==> src/rtl/uart_irq_pkg.sv <==
package uart_irq_pkg;
  localparam int NSRC = 5;

  localparam logic [3:0] CODE_NONE = 4'h1;
  localparam logic [3:0] CODE_LINE = 4'h6;
  localparam logic [3:0] CODE_TOUT = 4'hC;
  localparam logic [3:0] CODE_RXD  = 4'h4;
  localparam logic [3:0] CODE_THRE = 4'h2;
  localparam logic [3:0] CODE_MDM  = 4'h0;

  // Index order is priority order, index 0 highest.
  typedef enum logic [2:0] {
    SRC_LINE = 3'd0,
    SRC_TOUT = 3'd1,
    SRC_RXD  = 3'd2,
    SRC_THRE = 3'd3,
    SRC_MDM  = 3'd4
  } irq_src_e;

  function automatic logic [3:0] src_code(input int idx);
    case (idx)
      0:       return CODE_LINE;
      1:       return CODE_TOUT;
      2:       return CODE_RXD;
      3:       return CODE_THRE;
      default: return CODE_MDM;
    endcase
  endfunction

  function automatic int unsigned trig_level(input logic [1:0] sel, input int unsigned depth);
    case (sel)
      2'd0:    return 1;
      2'd1:    return depth / 4;
      2'd2:    return depth / 2;
      default: return depth - 2;
    endcase
  endfunction
endpackage

==> src/rtl/uart_irq_line_flags.sv <==
module uart_irq_line_flags #(
  parameter int NFLAG = 2
) (
  input  logic             clk,
  input  logic             rst,
  input  logic [NFLAG-1:0] set_evt,
  input  logic             clr_rd,
  output logic [NFLAG-1:0] flags
);
  for (genvar g = 0; g < NFLAG; g++) begin : g_flag
    always_ff @(posedge clk) begin
      if (rst) flags[g] <= 1'b0;
      else     flags[g] <= set_evt[g] | (flags[g] & ~clr_rd);
    end
  end
endmodule

==> src/rtl/uart_irq_modem_delta.sv <==
module uart_irq_modem_delta (
  input  logic       clk,
  input  logic       rst,
  input  logic [3:0] lines,
  input  logic       clr_rd,
  output logic [3:0] delta
);
  logic [3:0] prev_q;
  logic [3:0] change;

  always_comb begin
    change[0] = lines[0] ^ prev_q[0];
    change[1] = lines[1] ^ prev_q[1];
    change[2] = prev_q[2] & ~lines[2];
    change[3] = lines[3] ^ prev_q[3];
  end

  always_ff @(posedge clk) begin
    prev_q <= lines;
    if (rst) delta <= 4'h0;
    else     delta <= change | (delta & {4{~clr_rd}});
  end
endmodule

==> src/rtl/uart_irq_thr_pend.sv <==
module uart_irq_thr_pend (
  input  logic clk,
  input  logic rst,
  input  logic thr_en,
  input  logic thre,
  input  logic tx_empty_evt,
  input  logic thr_wr,
  input  logic iir_rd,
  input  logic shown_thre,
  output logic pend
);
  logic en_prev_q;
  logic set_now;
  logic clr_now;

  assign set_now = tx_empty_evt | (thr_en & ~en_prev_q & thre);
  assign clr_now = thr_wr | (iir_rd & shown_thre);

  always_ff @(posedge clk) begin
    en_prev_q <= thr_en;
    if (rst) pend <= 1'b0;
    else     pend <= set_now | (pend & ~clr_now);
  end
endmodule

==> src/rtl/uart_irq_prio.sv <==
module uart_irq_prio
  import uart_irq_pkg::*;
(
  input  logic            clk,
  input  logic            rst,
  input  logic [NSRC-1:0] req,
  input  logic            fifo_en,
  output logic [7:0]      iir,
  output logic            irq
);
  logic [3:0] code;

  always_comb begin
    code = CODE_NONE;
    for (int i = NSRC - 1; i >= 0; i--) begin
      if (req[i]) code = src_code(i);
    end
  end

  always_ff @(posedge clk) begin
    if (rst) begin
      iir <= {4'h0, CODE_NONE};
      irq <= 1'b0;
    end else begin
      iir <= {{2{fifo_en}}, 2'b00, code};
      irq <= (code != CODE_NONE);
    end
  end
endmodule

==> src/rtl/uart_irq_ident.sv <==
module uart_irq_ident
  import uart_irq_pkg::*;
#(
  parameter int DEPTH = 16,
  localparam int CNT_W = $clog2(DEPTH + 1)
) (
  input  logic             clk,
  input  logic             rst,
  input  logic [3:0]       ier,
  input  logic             fifo_en,
  input  logic [1:0]       trig_sel,
  input  logic [CNT_W-1:0] rx_count,
  input  logic             data_ready,
  input  logic             tout_pend,
  input  logic             pe_flag,
  input  logic             fe_flag,
  input  logic             oe_evt,
  input  logic             brk_evt,
  input  logic             thre,
  input  logic             tx_empty_evt,
  input  logic             thr_wr,
  input  logic [3:0]       modem_lines,
  input  logic             iir_rd,
  input  logic             lsr_rd,
  input  logic             msr_rd,
  output logic [7:0]       iir,
  output logic             irq,
  output logic [1:0]       lsr_sticky,
  output logic [3:0]       msr_delta
);
  logic [CNT_W-1:0] level;
  logic             thr_pend;
  logic [NSRC-1:0]  req;

  assign level = CNT_W'(trig_level(trig_sel, DEPTH));

  uart_irq_line_flags #(.NFLAG(2)) u_line (
    .clk(clk), .rst(rst), .set_evt({brk_evt, oe_evt}),
    .clr_rd(lsr_rd), .flags(lsr_sticky)
  );

  uart_irq_modem_delta u_mdm (
    .clk(clk), .rst(rst), .lines(modem_lines),
    .clr_rd(msr_rd), .delta(msr_delta)
  );

  uart_irq_thr_pend u_thr (
    .clk(clk), .rst(rst), .thr_en(ier[1]), .thre(thre),
    .tx_empty_evt(tx_empty_evt), .thr_wr(thr_wr), .iir_rd(iir_rd),
    .shown_thre(iir[3:0] == CODE_THRE), .pend(thr_pend)
  );

  always_comb begin
    req           = '0;
    req[SRC_LINE] = ier[2] & (|lsr_sticky | pe_flag | fe_flag);
    req[SRC_TOUT] = ier[0] & tout_pend;
    req[SRC_RXD]  = ier[0] & data_ready & (~fifo_en | (rx_count >= level));
    req[SRC_THRE] = ier[1] & thr_pend;
    req[SRC_MDM]  = ier[3] & (|msr_delta);
  end

  uart_irq_prio u_prio (
    .clk(clk), .rst(rst), .req(req), .fifo_en(fifo_en),
    .iir(iir), .irq(irq)
  );
endmodule

==> config.mk <==
export PLATFORM = sky130hd
export DESIGN_NAME = uart_irq_ident
export DESIGN_NICKNAME = d
export VERILOG_FILES = /design/src/rtl/uart_irq_pkg.sv /design/src/rtl/uart_irq_line_flags.sv /design/src/rtl/uart_irq_modem_delta.sv /design/src/rtl/uart_irq_thr_pend.sv /design/src/rtl/uart_irq_prio.sv /design/src/rtl/uart_irq_ident.sv
export SDC_FILE = /design/constraint.sdc
export NUM_CORES = 1
export LEC_CHECK = 0
export CAP_MARGIN = 20
export CORE_ASPECT_RATIO = 1.25
export CORE_MARGIN = 3
export CORE_UTILIZATION = 32
export DETAILED_ROUTE_END_ITERATION = 12
export PLACE_DENSITY = 0.69
export SYNTH_ARGS = -nofsm -noshare
export SYNTH_HDL_FRONTEND = slang
export SYNTH_HIERARCHICAL = 1
export SYNTH_SLANG_ARGS = --single-unit
==> constraint.sdc <==
create_clock -name clk -period 2.2 [get_ports clk]
set_input_delay 0.44 -clock clk [delete_from_list [all_inputs] [get_ports clk]]
set_output_delay 0.44 -clock clk [all_outputs]
set_load 0.01 [all_outputs]
Word level (Yosys, flattened, before mapping). Index checks and enable logic that the tools add are counted.

Register bits: 20. Input port bits: 30. Output and inout port bits: 15. Word-level logic and storage cells: 55.

$lt $le $gt $ge: 1. Equal/unequal tests: 4. Muxes and demuxes: 6. Bitwise gates (word level): 32. Reduce and logical (&&, ||, !) cells: 3.

Operators with widths (number): bitwise AND 1 bit (13); one-hot mux 4 bit (3 select lines) (1); 2-to-1 mux 4 bit (2); OR 1 bit (8); inverter 1 bit (6); greater-or-equal comparator 5 bit (1); bitwise AND 4 bit (1); == test 4 x 2 -> 1 bit (second input constant) (1); inequality test 4 x 1 -> 1 bit (second input constant) (1); OR 4 bit (1); OR reduction 4 bit (1); 2-to-1 mux 3 bit (1); XOR 1 bit (3); == test 2 x 1 -> 1 bit (second input constant) (1); == test 2 bit (second input constant) (1); logical NOT 2 bit (1); 2-to-1 mux 2 bit (1); OR reduction 2 bit (1); 2-to-1 mux 1 bit (1).

Depth between registers and ports, before layout. Gate-level depths: netlist of run 1.

Word-level depth: 9. Mapped depth: 7. Mapped depth without buffers: 7.

Modules after synthesis. The synthesis of run 1 kept the hierarchy.

Modules (own cells, without submodules): uart_irq_modem_delta (instances 1, cells each 20, area an instance 237.7 sq um, sequential area each 160.2 sq um); uart_irq_prio (instances 1, cells each 20, area an instance 202.7 sq um, sequential area each 120.1 sq um); uart_irq_ident (instances 1, cells each 20, area an instance 157.7 sq um, sequential area each 0.0 sq um); uart_irq_line_flags (instances 1, cells each 8, area an instance 70.1 sq um, sequential area each 40.0 sq um); uart_irq_thr_pend (instances 1, cells each 7, area an instance 66.3 sq um, sequential area each 40.0 sq um).

Worst setup path after synthesis of run 1. No wires, ideal clock.

Path type: input to register. Start point: input trig_sel[1]. End point: register u_prio.iir[1]. Arrival: 1.893 ns. Data required time: 2.130 ns. Path slack: 0.237 ns. Stages on the path: 6. Path buffers: 0. Cells stage by stage: inv_1 ha_1 or4b_1 and4_1 or3b_1 a21oi_1.

Longest elaborated chain between the ends: 8.

Ends and longest elaborated chain: start, declared (line uart_irq_ident.sv:11) `input logic [1:0] trig_sel,`; == test 2 bit, or another cell as far along (line uart_irq_pkg.sv:31) `case (sel)`; one-hot mux 4 bit (3 select lines) (*) (line uart_irq_pkg.sv:31); greater-or-equal comparator 5 bit (*) (line uart_irq_ident.sv:57) `req[SRC_RXD] = ier[0] & data_ready & (~fifo_en | (rx_count >= level));`; OR 1 bit (*) (line uart_irq_ident.sv:57); bitwise AND 1 bit (*) (line uart_irq_ident.sv:57); net req[2] (line uart_irq_ident.sv:33) `logic [NSRC-1:0] req;`; 2-to-1 mux 3 bit (*) (line uart_irq_prio.sv:16) `if (req[i]) code = src_code(i);`; 2-to-1 mux 4 bit (*) (2 in series) (line uart_irq_prio.sv:16); end signal, assigned (line uart_irq_prio.sv:22) `iir <= {4'h0, CODE_NONE};`; end signal, assigned (line uart_irq_prio.sv:25) `iir <= {{2{fifo_en}}, 2'b00, code};`; end, declared (line uart_irq_prio.sv:8) `output logic [7:0] iir,`.

The timed path passes the listed nets; every way through them passes the cells marked *. A chain may end at the register's enable or synchronous reset.

Worst setup path after layout of run 1.
Start point: input trig_sel[1]. End point: register u_prio.irq.

Longest elaborated chain between the ends: 9.

Ends and longest elaborated chain: == test 2 bit, or another cell as far along (line uart_irq_pkg.sv:31); one-hot mux 4 bit (3 select lines) (*) (line uart_irq_pkg.sv:31); greater-or-equal comparator 5 bit (*) (line uart_irq_ident.sv:57); OR 1 bit (*) (line uart_irq_ident.sv:57); bitwise AND 1 bit (*) (line uart_irq_ident.sv:57); net req[2] (line uart_irq_ident.sv:33); 2-to-1 mux 3 bit (*) (line uart_irq_prio.sv:16); 2-to-1 mux 4 bit (*) (2 in series) (line uart_irq_prio.sv:16); inequality test 4 x 1 -> 1 bit (*) (line uart_irq_prio.sv:26) `irq <= (code != CODE_NONE);`; end signal, assigned (line uart_irq_prio.sv:26); end, declared (line uart_irq_prio.sv:9) `output logic irq`.

Marked as above.

==> results.json, run 1 <==
{
  "outcome": "finished clean",
  "drive_gt1_frac": 0.05000,
  "post_drt_antenna_nets": 0,
  "area_growth_syn_to_layout_pct": 66.27,
  "insertion_delay_ns": 0.28,
  "worstPathMaxFanout": 3,
  "tritoncts": "done",
  "critical_path.endpoint_type": "register",
  "clock_skew_ns": 0.001067,
  "worst_hold_path_type": "reg -> reg",
  "synthesis.instances": 75,
  "unrepaired_setup_endpoints_after_global_routing": "true",
  "numPlacedInstances": 146,
  "synth_seq_cells": 18,
  "switching_power_uw": 154.8,
  "worst_pin_slew_ns": 0.5022,
  "die_height_um": 59.57,
  "power_share_of_the_sequential_group": 0.511,
  "synth.cell_area_um2": 734.5,
  "grt_antenna_before_repair": 0,
  "mostFrequentLayoutCell": "clkdlybuf4s50_1",
  "dr.first_iter.drc_count": 0,
  "multiInputGateArea_um2": 332.8,
  "global_route.overflow_total": 0,
  "final_cell_count_no_fill": 150,
  "detail_route.drc_violations": 0,
  "grt.met1_usage": 0.1202,
  "cts-root-to-sink-buffers": 2,
  "nNetsFinal": 155,
  "peakVddDrop_uv": 309.1,
  "post-place-ws_ns": -0.3545,
  "p_int_uw": 548.1,
  "floorplan.initialDensity": 0.3545,
  "hold_viol_final": 0,
  "hpwlAfterDp_um": 1395,
  "timing.max_cap.violations": 0,
  "crit_chain": "clkdlybuf4s50_1 -> inv_1 -> ha_1 -> or4b_1 -> and4_1 -> nor3_1 -> a21oi_1",
  "sequential_cell_area_um2": 360.3,
  "most-common-layout-cells": "clkdlybuf4s50_1 (42), dfxtp_1 (18), a21oi_1 (8)",
  "first_global_vias": 646,
  "grt_start_max_net_pins": 14,
  "antennaDiodeCount": 0,
  "floorplan.io_pins": 45,
  "timing.final.max_slew_violations": 0,
  "wl_per_cell_um": 10.79,
  "grt_use_met2": 0.2233,
  "finalCritPeriodShare": 0.9914,
  "static-leakage-power_uw": 0.0004878,
  "crit_path_max_incr_delay_ns": 0.51,
  "via_count": 661,
  "fin_util": 0.5894,
  "clock_tree.root_cell": "clkbuf_4",
  "die-area_um2": 2910,
  "synth_warnings": 6,
  "final-setup-viol-count": 0,
  "synthDistinctLibCells": 23,
  "die-width_um": 48.85,
  "drtPass1Iterations": 1,
  "grt_first_pass_wirelength_um": 2663,
  "gr_usage_total": 0.1231,
  "slew-limit-headroom": 0.6641,
  "worst-setup-path-type": "in -> reg",
  "power_frac_comb": 0.212,
  "design.core.area_um2": 2072,
  "cp-start-kind": "input port",
  "swShare": 0.2202,
  "holdWs_ns": 0.4790,
  "share_clk_of_total_power": 0.276,
  "timing.final.crit_period_ns": 2.181,
  "io_buffers": 42,
  "grt_util_met3": 0.04534,
  "syn-mean-instance-area_um2": 9.793,
  "power_per_cell_area_nw_per_um2": 575.6,
  "cts.reportedPaths.clkPinSlew_ns": 0.09,
  "crit_required_ns": 2.36,
  "htreeDepth": 1,
  "vias_per_cell": 4.407,
  "layer_with_the_highest_usage_after_global_routing": "met2",
  "number_of_clock_buffers_inserted_by_tritoncts": 3,
  "setup_ws_ns": 0.01900,
  "synth-seq-area-share": 0.4906,
  "max_freq_mhz": 458.5,
  "wirelength_um": 1619,
  "num-fill-cells": 203,
  "cts_sink_cnt": 18,
  "final_wtd_congestion": 0.6814,
  "count_of_standard_cell_rows": 18,
  "timing.critical_path.slowest_stage_cell": "or4b_1",
  "crit_arrival_ns": 2.34,
  "post-cts-setup-buffers": 0
}
routing by layer:
layer	vias up	share of wire
met5	-	0
met4	0	0.014
met3	2	0.099
met2	31	0.51
met1	286	0.37
li1	342	-
cell usage after synthesis:
library cell | instances | share of area
dfxtp_1 | 18 | 0.49
a21oi_1 | 9 | 0.061
inv_1 | 7 | 0.036
nand2b_1 | 7 | 0.060
ha_1 | 4 | 0.068
buf_4 | 3 | 0.031
nor2_1 | 3 | 0.015
xnor2_1 | 3 | 0.036
and2_1 | 2 | 0.017
nand2_1 | 2 | 0.010
nor3b_1 | 2 | 0.020
nor4b_1 | 2 | 0.024
o21ai_0 | 2 | 0.014
o41a_1 | 2 | 0.031
a21o_1 | 1 | 0.010
a31oi_1 | 1 | 0.0085
and4_1 | 1 | 0.012
conb_1 | 1 | 0.0051
nand3b_1 | 1 | 0.010
nor2b_1 | 1 | 0.0085
nor3_1 | 1 | 0.0068
or3b_1 | 1 | 0.012
or4b_1 | 1 | 0.014
logic make-up (layout without fill, tap and decap cells):
group                      count (synthesis)  in the layout  synth area share
DFF                                       18             18            0.4906
buffers and inverters                     10             54           0.06644
AOI/OAI and AO/OA                         15             15            0.1244
adders and majority gates                  4              4           0.06815
and+or+nand+nor                           24             24            0.2095
other                                      1              2          0.005106
xor gates and xnor gates                   3              3           0.03578
path summary, 6_finish.rpt:
kind / start / end / slack, ns / depth (start not counted)
hold / removal: u_mdm/prev_q[2] / u_mdm/delta[2] / 0.48 / 2
setup / recovery: trig_sel[1] / u_prio/irq / 0.02 / 7
hold reg to reg: u_mdm/prev_q[2] / u_mdm/delta[2] / 0.48 / 2
setup reg to reg: u_line/flags[1] / u_prio/irq / 0.88 / 3
metrics by stage:
step,total power (uW),TNS [ns],area (um2)
2_1_floorplan,420.1,0,738.2
3_3_place_gp,516.1,-1.044,1181
3_5_place_dp,517.8,-1.269,1181
4_1_cts,713.9,0,1217
5_1_grt,741.3,-0.2282,1221
6_report,702.9,0,1221
registers in the layout (all words and copies together), names as in the netlist:
name             cells
u_prio/iir           5
u_mdm/delta          4
u_mdm/prev_q         4
u_line/flags         2
u_prio/irq           1
u_thr/en_prev_q      1
u_thr/pend           1
repair_timing:
action	4_1_cts	5_1_grt
resized for setup	0	1
endpoints found under the setup margin	2	4
hold buffers	0	0
gates cloned	0	0
pin swaps	2	0
endpoints found under the hold margin	0	0
final cells by class:
type | count | share of cell area
Clock buffer | 4 | 0.02971
Inverter | 7 | 0.02152
Multi-Input combinational cell | 48 | 0.2725
Sequential cell | 18 | 0.2951
Tap cell | 30 | 0.03074
Timing Repair Buffer | 43 | 0.3504
critical path, delay by kind of cell:
kind	cells	cell delay, ns
buffers and inverters	2	0.51
AOI/OAI and AO/OA	1	0.11
adders and majority gates	1	0.26
and+or+nand+nor	3	1.01
power groups by stage:
stage	registers, uW	clock network [uW]	logic (uW)
final	359	194	149
after CTS	360	203	151
after global placement	367	0	149
after global routing	363	215	163
after floorplan	374	0	45.9
after detailed placement	368	0	150
Power figures use the tool's default switching activity.
==> run 2, diff against run 1 <==
CTS_BUF_LIST = sky130_fd_sc_hd__clkbuf_8   (was unset)
CTS_CLUSTER_SIZE = 24   (was unset)
==> run 2 against run 1 <==
Compared with the run above:
- die area is the same
- clock skew up 0.0034 ns
- cell area is 2.0% higher
- fmax grew 0.70%
- largest cell class unchanged
- largest power group unchanged
==> results.json, run 2 (same netlist as run 1, synthesis figures left out) <==
{
  "floorplan.initialDensity": 0.3545,
  "timing.critical_path.slowest_stage_cell": "clkdlybuf4s50_1",
  "global_route.overflow_total": 0,
  "grt_start_max_net_pins": 14,
  "gr_usage_total": 0.1268,
  "timing.final.max_slew_violations": 0,
  "critical_path.endpoint_type": "register",
  "worst_pin_slew_ns": 0.5126,
  "worst-setup-path-type": "in -> reg",
  "insertion_delay_ns": 0.25,
  "reg.largest.list": "u_prio/iir x5, u_mdm/delta x4, u_mdm/prev_q x4",
  "num-fill-cells": 202,
  "r2r-start": "u_line/flags[1]",
  "grt_antenna_before_repair": 0,
  "fin_util": 0.6014,
  "unrepaired_setup_endpoints_after_global_routing": "true",
  "die-width_um": 48.85,
  "outcome": "finished clean",
  "final_wtd_congestion": 0.6814,
  "hpwlAfterDp_um": 1395,
  "count_of_standard_cell_rows": 18,
  "final_cell_count_no_fill": 150,
  "cp_endpoint": "u_prio/iir[1]",
  "wl_per_cell_um": 11.05,
  "drtPass1Iterations": 4,
  "wirelength_um": 1657,
  "largest_register": "u_prio/iir",
  "setup.worst_path.start": "trig_sel[1]",
  "mostFrequentLayoutCell": "clkdlybuf4s50_1",
  "drive_gt1_frac": 0.05833,
  "grt.met1_usage": 0.1217,
  "tritoncts": "done",
  "crit_arrival_ns": 2.34,
  "timing.final.crit_period_ns": 2.166,
  "cts-root-to-sink-buffers": 2,
  "cts.reportedPaths.clkPinSlew_ns": 0.06,
  "crit_required_ns": 2.38,
  "die-area_um2": 2910,
  "number_of_clock_buffers_inserted_by_tritoncts": 3,
  "power_per_cell_area_nw_per_um2": 620.8,
  "cp-start-kind": "input port",
  "crit_chain": "clkdlybuf4s50_1 -> inv_1 -> ha_1 -> or4b_1 -> and4_1 -> or3b_1 -> a21oi_2",
  "grt_first_pass_wirelength_um": 2718,
  "most-common-layout-cells": "clkdlybuf4s50_1 (42), dfxtp_1 (18), a21oi_1 (8)",
  "sequential_cell_area_um2": 360.3,
  "largest_reg_flops": 5,
  "antennaDiodeCount": 0,
  "design.core.area_um2": 2072,
  "hold_viol_final": 0,
  "numPlacedInstances": 146,
  "via_count": 659,
  "final_cell_area_um2": 1246,
  "final-setup-viol-count": 0,
  "multiInputGateArea_um2": 339.1,
  "max_freq_mhz": 461.7,
  "clock_tree.root_cell": "clkbuf_8",
  "floorplan.io_pins": 45,
  "worstPathMaxFanout": 2,
  "layer_with_the_highest_usage_after_global_routing": "met2",
  "r2r.worst_path.cells": 3,
  "worst_hold_path_type": "reg -> reg",
  "dr.first_iter.drc_count": 1,
  "grt_util_met3": 0.04786,
  "detail_route.drc_violations": 0,
  "peakVddDrop_uv": 242.9,
  "crit_path_max_incr_delay_ns": 0.47,
  "r2r-end": "u_prio/irq",
  "cts_sink_cnt": 18,
  "area_growth_syn_to_layout_pct": 69.68,
  "grt_use_met2": 0.2330,
  "nNetsFinal": 155,
  "post_drt_antenna_nets": 0,
  "io_buffers": 42,
  "finalCritPeriodShare": 0.9845,
  "htreeDepth": 1,
  "first_global_vias": 655,
  "holdWs_ns": 0.4792,
  "ff2ff_setup_slack_ns": 0.90,
  "die_height_um": 59.57,
  "timing.max_cap.violations": 0,
  "detailed_place.area_um2": 1181,
  "slew-limit-headroom": 0.6572,
  "static-leakage-power_uw": 0.0004974,
  "vias_per_cell": 4.393,
  "clock_skew_ns": 0.004434
}
-- run 2: cell counts in the layout (fill, tap and decap cells not counted) --
No cell type changed its count.
-- run 2: how the worst min path moves through the flow --
stage / from / end / slack, ns / depth (start not counted)
4_1_cts: u_thr/pend / u_thr/pend / 0.48 / 2
3_5_place_dp: u_thr/pend / u_thr/pend / 0.47 / 2
2_1_floorplan: u_mdm/prev_q[2] / u_mdm/delta[2] / 0.43 / 2
6_report: u_mdm/prev_q[2] / u_mdm/delta[2] / 0.48 / 2
5_1_grt: u_mdm/delta[2] / u_mdm/delta[2] / 0.50 / 2
3_3_place_gp: u_thr/pend / u_thr/pend / 0.47 / 2
-- run 2: what timing repair did --
item	CTS	global route
setup endpoints to repair	4	4
hold buffers	0	0
setup buffers	0	0
pin swaps	3	0
gates resized for setup	0	3
-- run 2: power breakdown --
group,switching [uW],internal (uW)
clock,103,159
sequential,11.7,349
combinational,51.2,99.9
total,166,607
-- run 2: cell type report --
type                       count  share of cell area
sequential                    18              0.2892
multi-input combinational     48              0.2721
tap                           30             0.03012
timing repair buffer          43              0.3434
clock buffer                   4             0.04418
inverter                       7             0.02108
-- run 2: metal layers --
layer  vias to the layer above  wire [um]  part of all wire
met5                         -          0                 0
met4                         0         37             0.022
met3                         5        160             0.097
li1                        340          -                 -
met1                       282        623              0.38
met2                        32        836              0.50
-- run 2: per-stage QoR --
stage               power [uW]  worst slack [ns]  setup TNS, ns
floorplan                420.1            0.2372              0
global placement         516.1           -0.3007         -1.044
detailed placement       517.8           -0.3545         -1.269
CTS                      783.0           0.02248              0
global route             813.6          -0.07129        -0.2319
finish                   773.6           0.03413              0
-- run 2: worst max-delay path: cells and delay by family --
family	cells	cell delay, ns
compound gates	1	0.12
fa+ha+maj	1	0.25
buf+inv	2	0.51
simple gates	3	1.01
==> run 3, diff against run 2 <==
CTS_BUF_LIST = unset   (was sky130_fd_sc_hd__clkbuf_8)
clock period = 2 ns   (was 2.2 ns; I/O delays follow)
==> run 3 against run 2 <==
Compared with the run above:
- core utilization decreased by 0.24 points
- register-to-register slack got worse by 0.11 ns
- combinational power increased by 11%
- cell count unchanged
- critical endpoint unchanged
- non-clock buffer count unchanged
- via count increased by 0.91%
- clock skew decreased by 0.0032 ns
- hold slack about the same
- largest power group unchanged
==> results.json, run 3 (same netlist as run 1, synthesis figures left out) <==
{
  "outcome": "finished clean",
  "cts.reportedPaths.clkPinSlew_ns": 0.09,
  "clock_tree.root_cell": "clkbuf_4",
  "r2r-end": "u_prio/irq",
  "htreeDepth": 1,
  "hpwlAfterDp_um": 1395,
  "slew-limit-headroom": 0.6637,
  "floorplan.io_pins": 45,
  "r2r-start": "u_line/flags[1]",
  "largest_register": "u_prio/iir",
  "largest_reg_flops": 5,
  "count_of_standard_cell_rows": 18,
  "dr.first_iter.drc_count": 0,
  "finalCritPeriodShare": 0.9660,
  "worst-setup-path-type": "in -> reg",
  "clock_skew_ns": 0.001257,
  "worst_pin_slew_ns": 0.5028,
  "wl_per_cell_um": 10.87,
  "tritoncts": "done",
  "via_count": 665,
  "drtPass1Iterations": 1,
  "floorplan.initialDensity": 0.3545,
  "io_buffers": 42,
  "global_route.overflow_total": 0,
  "post_drt_antenna_nets": 0,
  "die-area_um2": 2910,
  "reg.largest.list": "u_prio/iir x5, u_mdm/delta x4, u_mdm/prev_q x4",
  "power_per_cell_area_nw_per_um2": 625.1,
  "worstPathMaxFanout": 2,
  "worst_hold_path_type": "reg -> reg",
  "hold_viol_final": 0,
  "cts-root-to-sink-buffers": 2,
  "drive_gt1_frac": 0.08333,
  "detailed_place.area_um2": 1181,
  "area_growth_syn_to_layout_pct": 68.99,
  "first_global_vias": 646,
  "critical_path.endpoint_type": "register",
  "cts_hold_repair_buffers": 0,
  "insertion_delay_ns": 0.28,
  "crit_arrival_ns": 2.15,
  "design.core.area_um2": 2072,
  "gr_usage_total": 0.1241,
  "cp-start-kind": "input port",
  "timing.final.crit_period_ns": 1.932,
  "post-cts-setup-buffers": 0,
  "r2r.worst_path.cells": 3,
  "timing.max_cap.violations": 0,
  "die-width_um": 48.85,
  "unrepaired_setup_endpoints_after_global_routing": "false",
  "die_height_um": 59.57,
  "antennaDiodeCount": 0,
  "final-setup-viol-count": 0,
  "number_of_clock_buffers_inserted_by_tritoncts": 3,
  "holdWs_ns": 0.4787,
  "peakVddDrop_uv": 340.1,
  "grt_first_pass_wirelength_um": 2691,
  "grt_start_max_net_pins": 14,
  "most-common-layout-cells": "clkdlybuf4s50_1 (39), dfxtp_1 (18), a21oi_1 (8)",
  "max_freq_mhz": 517.6,
  "cts_sink_cnt": 18,
  "timing.final.max_slew_violations": 0,
  "vias_per_cell": 4.433,
  "mostFrequentLayoutCell": "clkdlybuf4s50_1",
  "ff2ff_setup_slack_ns": 0.79,
  "nNetsFinal": 155,
  "wirelength_um": 1631,
  "static-leakage-power_uw": 0.0005145,
  "hold_path.startpoint": "u_mdm/prev_q[2]",
  "setup_ws_ns": 0.06807,
  "detail_route.drc_violations": 0,
  "grt_antenna_before_repair": 0,
  "crit_required_ns": 2.22,
  "final_cell_area_um2": 1241,
  "min_to": "u_mdm/delta[2]",
  "final_wtd_congestion": 0.6812,
  "post-place-ws_ns": -0.5145,
  "min_path_cells": 2
}
==> run 3: area by class of cell <==
cell class                      count  area, um2
Clock buffer                        4      36.28
Fill cell                         200      830.8
Inverter                            7      26.28
Multi-Input combinational cell     48      349.1
Sequential cell                    18      360.3
Tap cell                           30      37.54
Timing Repair Buffer               43      431.7
==> run 3: worst max-delay path, cell delays in order <==
cell,delay (ns)
dlygate4sd2_1,0.21
inv_1,0.04
ha_1,0.26
or4b_1,0.52
and4_4,0.20
or3b_4,0.39
a21oi_2,0.13
==> run 3: repair_timing <==
action,CTS,global route
setup endpoints to repair,4,4
pin swaps,4,5
endpoints found under the hold margin,0,0
gates resized for setup,2,7
==> run 3: how the worst max path moves through the flow <==
| stage | cells after the start | from | end | slack, ns |
|---|---|---|---|---|
| global route | 7 | trig_sel[1] | u_prio/iir[1] | 0.02 |
| CTS | 6 | rx_count[3] | u_prio/iir[1] | 0.006 |
| global placement | 7 | trig_sel[1] | u_prio/iir[1] | -0.46 |
| floorplan | 6 | trig_sel[1] | u_prio/iir[1] | 0.08 |
| finish | 7 | trig_sel[1] | u_prio/iir[1] | 0.07 |
| detailed placement | 7 | trig_sel[1] | u_prio/iir[1] | -0.51 |
==> run 3: per-stage QoR <==
step,total power [uW],cells,utilization,setup TNS [ns]
2_1_floorplan,462.1,76,-,0
3_3_place_gp,567.7,146,0.5700,-1.684
3_5_place_dp,569.6,146,0.5700,-1.909
4_1_cts,786.0,150,0.5900,0
5_1_grt,819.0,150,0.5990,0
6_report,775.9,150,0.5990,0
==> run 3: where the power goes <==
part           switching, uW  internal (uW)  total (uW)
sequential              12.4            383         395
clock                    102            111         212
combinational           57.1            111         168
total                    171            605         776
==> run 3: per-layer routing <==
layer	track usage	vias up	routed length, um
met3	0.04786	2	167
met2	0.2233	31	838
li1	-	342	-
met4	0.07317	0	23
met1	0.1217	290	602
met5	0	-	0
